<file path="src/rtl/gia_pkg.sv">
package gia_pkg;
  // Per-group register slot, selected by the low two address bits
  typedef enum logic [1:0] {
    SLOT_PEND  = 2'd0,
    SLOT_ENSET = 2'd1,
    SLOT_ENCLR = 2'd2,
    SLOT_MASK  = 2'd3
  } gia_slot_e;

  localparam int SLOTS_PER_GROUP = 4;
endpackage

</file>
<file path="src/rtl/gia_route.sv">
module gia_route #(
  parameter int NUM_PORTS       = 22,
  parameter int PINS_PER_PORT   = 8,
  parameter int NUM_GROUPS      = 5,
  parameter int PORTS_PER_GROUP = 4,
  parameter logic [NUM_GROUPS-1:0][7:0] GRP_BASE = {8'd20, 8'd14, 8'd10, 8'd4, 8'd0},
  localparam int GRP_W = PORTS_PER_GROUP * PINS_PER_PORT
) (
  input  logic [NUM_PORTS*PINS_PER_PORT-1:0] pin_evt,
  output logic [NUM_GROUPS-1:0][GRP_W-1:0]   grp_evt
);
  for (genvar g = 0; g < NUM_GROUPS; g++) begin : g_grp
    for (genvar s = 0; s < PORTS_PER_GROUP; s++) begin : g_slot
      localparam int PORT = int'(GRP_BASE[g]) + s;
      if (PORT < NUM_PORTS) begin : g_live
        assign grp_evt[g][s*PINS_PER_PORT +: PINS_PER_PORT] =
          pin_evt[PORT*PINS_PER_PORT +: PINS_PER_PORT];
      end else begin : g_empty
        assign grp_evt[g][s*PINS_PER_PORT +: PINS_PER_PORT] = '0;
      end
    end
  end
endmodule

</file>
<file path="src/rtl/gia_group.sv">
module gia_group #(
  parameter int GRP_W = 32
) (
  input  logic             clk,
  input  logic             rst,
  input  logic [GRP_W-1:0] evt,
  input  logic [GRP_W-1:0] pend_clr,
  input  logic [GRP_W-1:0] en_set,
  input  logic [GRP_W-1:0] en_clr,
  output logic [GRP_W-1:0] pend_q,
  output logic [GRP_W-1:0] en_q,
  output logic [GRP_W-1:0] masked
);
  always_ff @(posedge clk) begin
    if (rst) begin
      pend_q <= '0;
      en_q   <= '0;
    end else begin
      // a fresh event overrides a clear of the same bit
      pend_q <= (pend_q & ~pend_clr) | evt;
      en_q   <= (en_q | en_set) & ~en_clr;
    end
  end

  assign masked = pend_q & en_q;


  evt_sets_chk: assert property (@(posedge clk) disable iff (rst)
    (evt != '0) |=> ((pend_q & $past(evt)) == $past(evt)));

  clr_drops_chk: assert property (@(posedge clk) disable iff (rst)
    ((pend_clr & ~evt) != '0) |=> ((pend_q & $past(pend_clr & ~evt)) == '0));

  en_set_chk: assert property (@(posedge clk) disable iff (rst)
    (en_set != '0) |=> ((en_q & $past(en_set)) == $past(en_set)));

  en_clr_chk: assert property (@(posedge clk) disable iff (rst)
    (en_set == '0 && en_clr == '0) |=> (en_q == $past(en_q)));
endmodule

</file>
<file path="src/rtl/gia_gate.sv">
module gia_gate #(
  parameter int NUM_GROUPS = 5,
  parameter int DATA_W     = 32,
  parameter logic [NUM_GROUPS-1:0][7:0] GRP_ID = {8'd20, 8'd8, 8'd9, 8'd10, 8'd11}
) (
  input  logic                              clk,
  input  logic                              rst,
  input  logic                              blk_wr,
  input  logic [DATA_W-1:0]                 blk_wdata,
  input  logic [NUM_GROUPS-1:0][DATA_W-1:0] grp_masked,
  output logic [DATA_W-1:0]                 blk_q,
  output logic [NUM_GROUPS-1:0]             irq_q
);
  always_ff @(posedge clk) begin
    if (rst)         blk_q <= '0;
    else if (blk_wr) blk_q <= blk_wdata;
  end

  for (genvar g = 0; g < NUM_GROUPS; g++) begin : g_line
    localparam int BIT = int'(GRP_ID[g]);
    logic want;
    assign want = blk_q[BIT] && (grp_masked[g] != '0);

    always_ff @(posedge clk) begin
      if (rst) irq_q[g] <= 1'b0;
      else     irq_q[g] <= want;
    end


    irq_level_chk: assert property (@(posedge clk) disable iff (rst)
      1'b1 |=> (irq_q[g] == $past(blk_q[BIT] && (grp_masked[g] != '0))));
  end
endmodule

</file>
<file path="src/rtl/gpio_irq_aggr.sv">
module gpio_irq_aggr #(
  parameter int NUM_PORTS       = 22,
  parameter int PINS_PER_PORT   = 8,
  parameter int NUM_GROUPS      = 5,
  parameter int PORTS_PER_GROUP = 4,
  parameter int ADDR_W          = 5,
  parameter logic [NUM_GROUPS-1:0][7:0] GRP_BASE = {8'd20, 8'd14, 8'd10, 8'd4, 8'd0},
  parameter logic [NUM_GROUPS-1:0][7:0] GRP_ID   = {8'd20, 8'd8, 8'd9, 8'd10, 8'd11},
  localparam int DATA_W = PORTS_PER_GROUP * PINS_PER_PORT
) (
  input  logic                              clk,
  input  logic                              rst,
  input  logic [NUM_PORTS*PINS_PER_PORT-1:0] pin_evt,
  input  logic                              reg_wr,
  input  logic                              reg_rd,
  input  logic [ADDR_W-1:0]                 reg_addr,
  input  logic [DATA_W-1:0]                 reg_wdata,
  output logic [DATA_W-1:0]                 reg_rdata,
  output logic [NUM_GROUPS-1:0]             irq_out
);
  import gia_pkg::*;

  localparam int BLK_ADDR = NUM_GROUPS * SLOTS_PER_GROUP;
  localparam int GSEL_W   = ADDR_W - 2;

  logic [NUM_GROUPS-1:0][DATA_W-1:0] grp_evt;
  logic [NUM_GROUPS-1:0][DATA_W-1:0] pend_clr, en_set, en_clr;
  logic [NUM_GROUPS-1:0][DATA_W-1:0] pend_q, en_q, masked;
  logic [DATA_W-1:0]                 blk_q;
  logic [DATA_W-1:0]                 rd_val;
  logic [GSEL_W-1:0]                 addr_grp;
  gia_slot_e                         addr_slot;
  logic                              in_grp;
  logic                              blk_hit;

  assign addr_grp  = reg_addr[ADDR_W-1:2];
  assign addr_slot = gia_slot_e'(reg_addr[1:0]);
  assign in_grp    = reg_addr < ADDR_W'(BLK_ADDR);
  assign blk_hit   = reg_addr == ADDR_W'(BLK_ADDR);

  gia_route #(
    .NUM_PORTS(NUM_PORTS), .PINS_PER_PORT(PINS_PER_PORT),
    .NUM_GROUPS(NUM_GROUPS), .PORTS_PER_GROUP(PORTS_PER_GROUP),
    .GRP_BASE(GRP_BASE)
  ) u_route (
    .pin_evt(pin_evt),
    .grp_evt(grp_evt)
  );

  for (genvar g = 0; g < NUM_GROUPS; g++) begin : g_grp
    logic hit;
    assign hit = reg_wr && in_grp && (int'(addr_grp) == g);
    assign pend_clr[g] = (hit && addr_slot == SLOT_PEND)  ? reg_wdata : '0;
    assign en_set[g]   = (hit && addr_slot == SLOT_ENSET) ? reg_wdata : '0;
    assign en_clr[g]   = (hit && addr_slot == SLOT_ENCLR) ? reg_wdata : '0;

    gia_group #(.GRP_W(DATA_W)) u_grp (
      .clk(clk), .rst(rst),
      .evt(grp_evt[g]),
      .pend_clr(pend_clr[g]),
      .en_set(en_set[g]),
      .en_clr(en_clr[g]),
      .pend_q(pend_q[g]),
      .en_q(en_q[g]),
      .masked(masked[g])
    );
  end

  gia_gate #(
    .NUM_GROUPS(NUM_GROUPS), .DATA_W(DATA_W), .GRP_ID(GRP_ID)
  ) u_gate (
    .clk(clk), .rst(rst),
    .blk_wr(reg_wr && blk_hit),
    .blk_wdata(reg_wdata),
    .grp_masked(masked),
    .blk_q(blk_q),
    .irq_q(irq_out)
  );

  always_comb begin
    rd_val = '0;
    if (blk_hit) rd_val = blk_q;
    for (int g = 0; g < NUM_GROUPS; g++) begin
      if (in_grp && int'(addr_grp) == g) begin
        unique case (addr_slot)
          SLOT_PEND:              rd_val = pend_q[g];
          SLOT_ENSET, SLOT_ENCLR: rd_val = en_q[g];
          SLOT_MASK:              rd_val = masked[g];
        endcase
      end
    end
  end

  always_ff @(posedge clk) begin
    if (rst)         reg_rdata <= '0;
    else if (reg_rd) reg_rdata <= rd_val;
  end


  unmapped_zero_chk: assert property (@(posedge clk) disable iff (rst)
    (reg_rd && reg_addr > ADDR_W'(BLK_ADDR)) |=> (reg_rdata == '0));

  rdata_hold_chk: assert property (@(posedge clk) disable iff (rst)
    !reg_rd |=> $stable(reg_rdata));

  blk_write_chk: assert property (@(posedge clk) disable iff (rst)
    (reg_wr && blk_hit) |=> (blk_q == $past(reg_wdata)));
endmodule

</file>
<file path="config.mk">
export PLATFORM = sky130hd
export DESIGN_NAME = gpio_irq_aggr
export DESIGN_NICKNAME = d
export VERILOG_FILES = /design/src/rtl/gia_pkg.sv /design/src/rtl/gia_route.sv /design/src/rtl/gia_group.sv /design/src/rtl/gia_gate.sv /design/src/rtl/gpio_irq_aggr.sv
export SDC_FILE = /design/constraint.sdc
export NUM_CORES = 1
export LEC_CHECK = 0
export BUFFER_PORTS_ARGS = -buffer_cell sky130_fd_sc_hd__buf_4
export CAP_MARGIN = 20
export CORE_AREA = 2 2 194 244
export CTS_CLUSTER_DIAMETER = 30
export DETAILED_ROUTE_END_ITERATION = 10
export DIE_AREA = 0 0 196 246
export GPL_TIMING_DRIVEN = 1
export HOLD_SLACK_MARGIN = 0.02
export SLEW_MARGIN = 20
export SYNTH_ARGS = -nofsm -noshare
export SYNTH_HDL_FRONTEND = slang
export SYNTH_SLANG_ARGS = --single-unit
</file>
<file path="constraint.sdc">
create_clock -name clk -period 5.5 [get_ports clk]
set_input_delay 0.825 -clock clk [delete_from_list [all_inputs] [get_ports clk]]
set_output_delay 0.825 -clock clk [all_outputs]
set_load 0.01 [all_outputs]
</file>
==> results of run 1 <==
==> state kept, by name, summed over array words and instances, names as in the netlist <==
register and flops:
reg_rdata 32, u_gate.blk_q 32, u_gate.irq_q 5, g_grp.u_grp.pend_q 160, g_grp.u_grp.en_q 160
==> per-layer routing <==
layer  track usage  wire length, microns
met5             0                    16
met4         0.220                  5730
met3        0.0435                  6370
met2         0.499                 35600
met1         0.402                 31300
==> final cells by class <==
| class | instances | area (sq um) |
|---|---|---|
| tap | 585 | 732 |
| multi-input combinational | 1617 | 9440 |
| clock inverter | 54 | 676 |
| inverter | 14 | 52.6 |
| fill | 4344 | 22900 |
| clock buffer | 103 | 2350 |
| timing repair buffer | 247 | 1870 |
| sequential | 389 | 7790 |
==> logic make-up (layout without fill, tap and decap cells) <==
kind of cell | Yosys count | count (layout) | share of synthesized area
adder cells (fa/ha/maj) | 5 | 5 | 0.00343
AND/OR/NAND/NOR | 582 | 582 | 0.138
flip-flops | 389 | 389 | 0.427
AO/OA/AOI/OAI | 1030 | 1030 | 0.370
buffers and inverters | 269 | 418 | 0.0612
==> critical path, delay by kind of cell <==
kind	cells	cell delay [ns]
buffers and inverters	3	0.66
adder cells (fa/ha/maj)	1	0.86
AND/OR/NAND/NOR	4	1.23
AO/OA/AOI/OAI	1	0.16
==> per-stage QoR <==
step           cells  cell area (sq um)  setup WS [ns]
5_1_grt         3009              22900           2.03
2_1_floorplan   2275              18200           3.07
3_3_place_gp    2852              19900           1.70
6_report        3009              22900           2.21
3_5_place_dp    2852              19900           1.67
4_1_cts         3009              22900           2.25
==> cells in the final DEF (no fill, tap or decap), drive strengths merged, types with 22 or more instances in the layout <==
cell type and n:
a21oi 417, dfxtp 389, buf 247, nand2 218, nor2 217, a211oi 183, a22oi 157, a21o 115
clkbuf 103, nand3 54, inv 30, nand4 27, o22ai 26, a221o 25, nor3 22
==> path summary, 6_finish.rpt <==
kind,startpoint,end,slack (ns),depth (start not counted)
max reg2reg,g_grp[4].u_grp.pend_q[8],u_gate.irq_q[4],3.32,4
min,pin_evt[52],g_grp[1].u_grp.pend_q[20],0.40,3
max,reg_addr[0],g_grp[2].u_grp.pend_q[14],2.21,9
min reg2reg,u_gate.blk_q[21],u_gate.blk_q[21],0.45,2
==> power breakdown <==
| group | switching (mW) | total (mW) | leakage (nW) | internal (mW) |
|---|---|---|---|---|
| logic | 0.451 | 0.710 | 4.08 | 0.259 |
| registers | 0.139 | 3.07 | 3.19 | 2.93 |
| clock network | 1.80 | 5.31 | 1.45 | 3.50 |
==> report_table.html, run 1 <==
<table>
<tr><th>Metric</th><th>Value</th></tr>
<tr><th colspan="2">Run status</th></tr>
<tr><td>Result of the run</td><td>finished, final reports clean</td></tr>
<tr><th colspan="2">Setup path</th></tr>
<tr><td>Ordered list of cells on the worst path</td><td>buf_4 -&gt; inv_1 -&gt; ha_1 -&gt; nand2_1 -&gt; nor2_2 -&gt; buf_4 -&gt; nand2_1 -&gt; a21oi_1 -&gt; nor2_1</td></tr>
<tr><td>Slowest stage delay, CP</td><td>0.86 ns</td></tr>
<tr><td>WP data required</td><td>5.98 ns</td></tr>
<tr><td>Max FO, Critical Path</td><td>22</td></tr>
<tr><td>Critical path arrival</td><td>3.76 ns</td></tr>
<tr><td>Worst path slowest cell</td><td>sky130_fd_sc_hd__ha_1</td></tr>
<tr><td>Critical setup path kind</td><td>input pin to flop</td></tr>
<tr><td>Critical path capture point type</td><td>flop</td></tr>
<tr><td>Startpoint type of the worst setup path</td><td>input pin</td></tr>
<tr><th colspan="2">CTS</th></tr>
<tr><td>Number of clock sinks seen by CTS</td><td>389</td></tr>
<tr><td>Buffer depth of the longest clock path</td><td>3</td></tr>
<tr><td>Register clock-pin slew on the reported worst setup and hold paths</td><td>0.06 ns</td></tr>
<tr><td>Post-CTS Hold Buffers</td><td>0</td></tr>
<tr><td>Number of buffers inserted to repair setup after CTS</td><td>0</td></tr>
<tr><td>TritonCTS clock tree</td><td>built</td></tr>
<tr><td>Clock latency on the worst-skew pair</td><td>0.63 ns</td></tr>
<tr><td>Root cell of the clock tree</td><td>sky130_fd_sc_hd__clkbuf_16</td></tr>
<tr><td>Num CTS Buffers</td><td>85</td></tr>
<tr><td>Quantity of gates resized following cts</td><td>0</td></tr>
<tr><td>Number of H-tree branching levels</td><td>3</td></tr>
<tr><th colspan="2">Yosys</th></tr>
<tr><td>Mapped cell area</td><td>0.0182 sq mm</td></tr>
<tr><td>Most numerous cell in the Yosys netlist</td><td>sky130_fd_sc_hd__a21oi_1</td></tr>
<tr><td>Flops &amp; latches, synth</td><td>389</td></tr>
<tr><td>Cell type with the largest total area after synthesis</td><td>sky130_fd_sc_hd__dfxtp_1</td></tr>
<tr><td>Post-Syn Instances</td><td>2275</td></tr>
<tr><td>Sequential share of the synthesized area</td><td>0.427</td></tr>
<tr><td>Post-synthesis cell type count</td><td>46</td></tr>
<tr><td>Average size of a mapped cell</td><td>8.01 sq um</td></tr>
<tr><td>Top_reg_cell synth</td><td>sky130_fd_sc_hd__dfxtp_1</td></tr>
<tr><td>Share of synthesized flip-flops with an asynchronous set or reset</td><td>0</td></tr>
<tr><td>EDFF count, synth</td><td>0</td></tr>
<tr><td>Area share of the leading cell type in the synthesized netlist</td><td>0.427</td></tr>
<tr><td>Synthesized netlist net count</td><td>2497</td></tr>
<tr><td>Synthesis Warnings</td><td>0</td></tr>
<tr><td>Top cells by instance count after synthesis</td><td>sky130_fd_sc_hd__a21oi_1, sky130_fd_sc_hd__dfxtp_1, sky130_fd_sc_hd__nand2_1, sky130_fd_sc_hd__nor2_1, sky130_fd_sc_hd__a211oi_1</td></tr>
<tr><td>Synth top area cells</td><td>sky130_fd_sc_hd__dfxtp_1, sky130_fd_sc_hd__a21oi_1, sky130_fd_sc_hd__a211oi_1, sky130_fd_sc_hd__a22oi_1, sky130_fd_sc_hd__a21o_1</td></tr>
<tr><th colspan="2">STA</th></tr>
<tr><td>Achievable Freq</td><td>304 MHz</td></tr>
<tr><td>Actual slew at the worst max-slew pin</td><td>1.17 ns</td></tr>
<tr><td>Final period util</td><td>0.597</td></tr>
<tr><td>Final count of pins violating max slew</td><td>0</td></tr>
<tr><td>Unrepaired setup endpoints after global routing</td><td>no</td></tr>
<tr><td>Worst slew slack as a fraction of its limit</td><td>0.213</td></tr>
<tr><td>Setup_tns</td><td>0 ns</td></tr>
<tr><td>Worst hold slack across all endpoints</td><td>0.397 ns</td></tr>
<tr><td>Minimum period implied by the final worst setup slack</td><td>3.29 ns</td></tr>
<tr><td>Final number of hold-violating endpoints</td><td>0</td></tr>
<tr><td>Setup violators final</td><td>0</td></tr>
<tr><td>Worst clock skew</td><td>0.0295 ns</td></tr>
<tr><th colspan="2">Global route</th></tr>
<tr><td>Via count of the first global-routing pass</td><td>17600</td></tr>
<tr><td>Congestion Overflow GR</td><td>0</td></tr>
<tr><td>Overall track demand over capacity in global routing</td><td>0.317</td></tr>
<tr><td>First-pass GRT wire length</td><td>114000 microns</td></tr>
<tr><td>Largest net degree at the start of global routing</td><td>165</td></tr>
<tr><td>Number of antenna violations at the first check in global routing</td><td>1</td></tr>
<tr><th colspan="2">Floorplanning</th></tr>
<tr><td>Ports placed on the boundary</td><td>254</td></tr>
<tr><td>Initial cell density of the core</td><td>0.398</td></tr>
<tr><td>Number of core rows</td><td>88</td></tr>
<tr><td>Placeable Area</td><td>0.0458 sq mm</td></tr>
<tr><td>Width of the die</td><td>196 microns</td></tr>
<tr><td>Die boundary height</td><td>246 microns</td></tr>
<tr><td>Die outline area</td><td>0.0482 sq mm</td></tr>
<tr><th colspan="2">Hold path</th></tr>
<tr><td>Class of the tightest hold or removal check</td><td>input pin to flop</td></tr>
<tr><th colspan="2">Final layout</th></tr>
<tr><td>Proportion of layout cells with a drive suffix above 1</td><td>0.175</td></tr>
<tr><td>Synthesis-to-finish area growth</td><td>25.8%</td></tr>
<tr><td>Number of diodes added for antenna fixing</td><td>0</td></tr>
<tr><td>Layout net count</td><td>2576</td></tr>
<tr><td>Final core occ</td><td>0.500</td></tr>
<tr><th colspan="2">Routing</th></tr>
<tr><td>Via count</td><td>18800</td></tr>
<tr><td>Avg WL per Cell</td><td>26.2 microns</td></tr>
<tr><td>Pre-Repair DR Iteration Count</td><td>9</td></tr>
<tr><td>Iteration-0 DRC count of the detailed router</td><td>2256</td></tr>
<tr><td>Detailed Route WL</td><td>78900 microns</td></tr>
<tr><td>DRC violations left</td><td>0</td></tr>
<tr><td>Post-route antenna net violation count</td><td>0</td></tr>
<tr><td>Via density per instance</td><td>6.26</td></tr>
<tr><th colspan="2">Job</th></tr>
<tr><td>Number of max-cap violations</td><td>0</td></tr>
<tr><th colspan="2">Placement</th></tr>
<tr><td>Final weighted congestion in routability-driven placement</td><td>0.948</td></tr>
<tr><td>Port buffer count</td><td>221</td></tr>
<tr><td>Sum of net half-perimeters after detailed placement</td><td>52900 microns</td></tr>
<tr><th colspan="2">Pwr</th></tr>
<tr><td>IR drop worst, VDD</td><td>0.000193 V</td></tr>
<tr><td>Power Total</td><td>9.09 mW</td></tr>
<tr><td>Leakage power</td><td>8.72 nW</td></tr>
<tr><td>PD cells</td><td>397 mW/mm^2</td></tr>
</table>
Power figures use the tool's default switching activity.
==> run 2, diff against run 1 <==
==> constraint.sdc (replaced) <==
create_clock -name clk -period 2.95 [get_ports clk]
set_input_delay 0.4425 -clock clk [delete_from_list [all_inputs] [get_ports clk]]
set_output_delay 0.4425 -clock clk [all_outputs]
set_load 0.01 [all_outputs]
==> report_table.html, run 2 (synthesis results as in run 1) <==
<table>
<tr><th>Metric</th><th>Value</th></tr>
<tr><th colspan="2">Routing</th></tr>
<tr><td>Pre-Repair DR Iteration Count</td><td>5 (-4)</td></tr>
<tr><td>Via density per instance</td><td>6.22 (-0.65%)</td></tr>
<tr><td>DRC violations left</td><td>0 (unchanged)</td></tr>
<tr><td>Via count</td><td>19100 (+1.3%)</td></tr>
<tr><td>Detailed Route WL</td><td>80600 microns (+2.0%)</td></tr>
<tr><td>Post-route antenna net violation count</td><td>0 (unchanged)</td></tr>
<tr><td>Avg WL per Cell</td><td>26.3 microns (+0.12%)</td></tr>
<tr><td>Iteration-0 DRC count of the detailed router</td><td>2157 (-4.4%)</td></tr>
<tr><th colspan="2">STA</th></tr>
<tr><td>Actual slew at the worst max-slew pin</td><td>0.796 ns (-0.373 ns)</td></tr>
<tr><td>Minimum period implied by the final worst setup slack</td><td>2.11 ns</td></tr>
<tr><td>Final period util</td><td>0.715</td></tr>
<tr><td>Achievable Freq</td><td>474 MHz</td></tr>
<tr><td>Worst hold slack across all endpoints</td><td>0.0368 ns (-0.360 ns)</td></tr>
<tr><td>Unrepaired setup endpoints after global routing</td><td>no</td></tr>
<tr><td>Worst slew slack as a fraction of its limit</td><td>0.464 (+0.251)</td></tr>
<tr><td>Final count of pins violating max slew</td><td>0 (unchanged)</td></tr>
<tr><td>Setup violators final</td><td>0 (unchanged)</td></tr>
<tr><td>Setup_tns</td><td>0 ns (unchanged)</td></tr>
<tr><td>Worst clock skew</td><td>0.0262 ns (-0.00333 ns)</td></tr>
<tr><td>Final number of hold-violating endpoints</td><td>0 (unchanged)</td></tr>
<tr><th colspan="2">Floorplanning</th></tr>
<tr><td>Die outline area</td><td>0.0482 sq mm (unchanged)</td></tr>
<tr><td>Number of core rows</td><td>88 (unchanged)</td></tr>
<tr><td>Ports placed on the boundary</td><td>254 (unchanged)</td></tr>
<tr><td>Initial cell density of the core</td><td>0.398 (unchanged)</td></tr>
<tr><td>Placeable Area</td><td>0.0458 sq mm (unchanged)</td></tr>
<tr><td>Die boundary height</td><td>246 microns (unchanged)</td></tr>
<tr><td>Width of the die</td><td>196 microns (unchanged)</td></tr>
<tr><th colspan="2">Setup path</th></tr>
<tr><td>Critical setup path kind</td><td>input pin to flop</td></tr>
<tr><td>Max FO, Critical Path</td><td>38 (+73%)</td></tr>
<tr><td>Critical path arrival</td><td>2.62 ns (-1.14 ns)</td></tr>
<tr><td>Worst Reg2Reg Path Length in Cells</td><td>4 (unchanged)</td></tr>
<tr><td>Startpoint type of the worst setup path</td><td>input pin</td></tr>
<tr><td>Worst reg2reg path startpoint</td><td>g_grp[3].u_grp.en_q[19]</td></tr>
<tr><td>Worst reg2reg endpoint</td><td>u_gate.irq_q[3]</td></tr>
<tr><td>Slowest stage delay, CP</td><td>0.41 ns (-0.45 ns)</td></tr>
<tr><td>WP data required</td><td>3.46 ns (-2.52 ns)</td></tr>
<tr><td>Critical path capture point type</td><td>flop</td></tr>
<tr><td>Worst path slowest cell</td><td>sky130_fd_sc_hd__nor2b_4</td></tr>
<tr><td>Ordered list of cells on the worst path</td><td>buf_4 -&gt; inv_1 -&gt; ha_1 -&gt; nor2b_4 -&gt; buf_12 -&gt; a22oi_1 -&gt; o221ai_1 -&gt; nand3_1 -&gt; a211oi_1</td></tr>
<tr><td>Minimum setup slack among reg-to-reg paths</td><td>0.88 ns (-2.44 ns)</td></tr>
<tr><th colspan="2">Global route</th></tr>
<tr><td>Largest net degree at the start of global routing</td><td>100 (-39%)</td></tr>
<tr><td>Number of antenna violations at the first check in global routing</td><td>0 (-1)</td></tr>
<tr><td>Via count of the first global-routing pass</td><td>18100 (+2.8%)</td></tr>
<tr><td>Overall track demand over capacity in global routing</td><td>0.327 (+0.0106)</td></tr>
<tr><td>First-pass GRT wire length</td><td>118000 microns (+3.1%)</td></tr>
<tr><td>Congestion Overflow GR</td><td>0 (unchanged)</td></tr>
<tr><th colspan="2">Final layout</th></tr>
<tr><td>Number of diodes added for antenna fixing</td><td>0 (unchanged)</td></tr>
<tr><td>Biggest regs</td><td>g_grp.u_grp.en_q (160), g_grp.u_grp.pend_q (160)</td></tr>
<tr><td>Proportion of layout cells with a drive suffix above 1</td><td>0.187 (+0.0124)</td></tr>
<tr><td>Layout net count</td><td>2635 (+2.3%)</td></tr>
<tr><td>Number of non-filler instances in the completed layout</td><td>3067 (+1.9%)</td></tr>
<tr><td>Most common cell after layout, fill and taps aside</td><td>sky130_fd_sc_hd__a21oi_1</td></tr>
<tr><td>Synthesis-to-finish area growth</td><td>28.7%</td></tr>
<tr><td>Highest-count cells in the layout ignoring fill and taps</td><td>sky130_fd_sc_hd__a21oi_1, sky130_fd_sc_hd__dfxtp_1, sky130_fd_sc_hd__buf_4</td></tr>
<tr><td>Cell area after layout</td><td>0.0235 sq mm (+2.4%)</td></tr>
<tr><th colspan="2">CTS</th></tr>
<tr><td>Root cell of the clock tree</td><td>sky130_fd_sc_hd__clkbuf_16</td></tr>
<tr><td>TritonCTS clock tree</td><td>built</td></tr>
<tr><td>Number of clock sinks seen by CTS</td><td>389 (unchanged)</td></tr>
<tr><td>Number of H-tree branching levels</td><td>3 (unchanged)</td></tr>
<tr><td>Buffer depth of the longest clock path</td><td>3 (unchanged)</td></tr>
<tr><td>Clock latency on the worst-skew pair</td><td>0.62 ns (about the same)</td></tr>
<tr><td>Register clock-pin slew on the reported worst setup and hold paths</td><td>0.05 ns (about the same)</td></tr>
<tr><td>Num CTS Buffers</td><td>83 (-2.4%)</td></tr>
<tr><th colspan="2">Placement</th></tr>
<tr><td>Sum of net half-perimeters after detailed placement</td><td>55500 microns (+5.0%)</td></tr>
<tr><td>Port buffer count</td><td>221 (unchanged)</td></tr>
<tr><td>Final weighted congestion in routability-driven placement</td><td>0.946 (-0.20%)</td></tr>
<tr><td>Inst Count DP</td><td>2902 (+1.8%)</td></tr>
<tr><td>Placed instance area</td><td>0.0204 sq mm (+2.7%)</td></tr>
<tr><th colspan="2">Hold path</th></tr>
<tr><td>Hold Crit Start</td><td>pin_evt[127]</td></tr>
<tr><td>Hold EP</td><td>g_grp[3].u_grp.pend_q[15]</td></tr>
<tr><td>Worst hold stages</td><td>3 (unchanged)</td></tr>
<tr><td>Class of the tightest hold or removal check</td><td>input pin to flop</td></tr>
<tr><th colspan="2">Job</th></tr>
<tr><td>Number of max-cap violations</td><td>0 (unchanged)</td></tr>
<tr><th colspan="2">Pwr</th></tr>
<tr><td>Power Total</td><td>16.7 mW (+84%)</td></tr>
<tr><td>Leakage power</td><td>9.04 nW (+3.6%)</td></tr>
<tr><td>IR drop worst, VDD</td><td>0.000366 V (+90%)</td></tr>
<tr><td>PD cells</td><td>714 mW/mm^2 (+80%)</td></tr>
<tr><th colspan="2">Run status</th></tr>
<tr><td>Result of the run</td><td>finished, final reports clean</td></tr>
</table>
## run 2: changes by cell type in the layout (fill, tap and decap cells not counted), moves of 8 or more
cell                            change
sky130_fd_sc_hd__dlygate4sd3_1     +11
sky130_fd_sc_hd__buf_12            +18
sky130_fd_sc_hd__nor2_4            -10
sky130_fd_sc_hd__clkinv_2           +9
sky130_fd_sc_hd__inv_6              -8
sky130_fd_sc_hd__buf_4             +32
sky130_fd_sc_hd__nor2_2            +10
## run 2: worst max-delay path by stage
stage                 from             to  slack, ns  depth (start not counted)
6_report       reg_addr[0]   reg_rdata[6]       0.84                          9
5_1_grt        reg_addr[0]   reg_rdata[6]       0.75                          9
4_1_cts        reg_addr[0]   reg_rdata[6]       0.91                          9
3_5_place_dp   reg_addr[0]   reg_rdata[4]       0.29                          9
3_3_place_gp   reg_addr[0]   reg_rdata[4]       0.33                          9
2_1_floorplan  reg_addr[0]  reg_rdata[21]       0.90                         10
## run 2: worst max-delay path, delay by kind of cell
family | cells | cell delay [ns]
AO/OA/AOI/OAI | 3 | 0.69
adder cells (fa/ha/maj) | 1 | 0.32
buffers and inverters | 3 | 0.49
AND/OR/NAND/NOR | 2 | 0.64
## run 2: per-layer routing
layer / wire length, microns / track usage
met1: 32300 / 0.415
met2: 36500 / 0.517
met3: 6000 / 0.0441
met4: 5760 / 0.229
met5: 0 / 0
## run 2: where the power goes
| part | total (mW) | switching [mW] | leakage (nW) | internal, mW |
|---|---|---|---|---|
| sequential | 5.72 | 0.264 | 3.19 | 5.46 |
| combinational | 1.41 | 0.859 | 4.45 | 0.549 |
| clock | 9.61 | 3.14 | 1.40 | 6.48 |
| total | 16.7 | 4.26 | 9.04 | 12.5 |
## run 2: metrics by stage
stage / setup slack, ns / utilization
after global routing: 0.746 / 0.512
after floorplan: 0.902 / -
after global placement: 0.329 / 0.446
after detailed placement: 0.295 / 0.446
final: 0.839 / 0.512
after CTS: 0.908 / 0.512
## run 2: timing repair
item                                   CTS  global route
endpoints found under the hold margin   11             0
gates resized for setup                  0             0
buffers inserted                         0             0
setup endpoints to repair                0             0
hold buffers                            11             0
## run 2: area by class of cell
| class | count | area [sq um] |
|---|---|---|
| Multi-Input combinational cell | 1617 | 9380 |
| Sequential cell | 389 | 7790 |
| Inverter | 14 | 52.6 |
| Fill cell | 4370 | 22400 |
| Clock inverter | 52 | 623 |
| Clock buffer | 102 | 2290 |
| Tap cell | 585 | 732 |
| Timing Repair Buffer | 308 | 2580 |
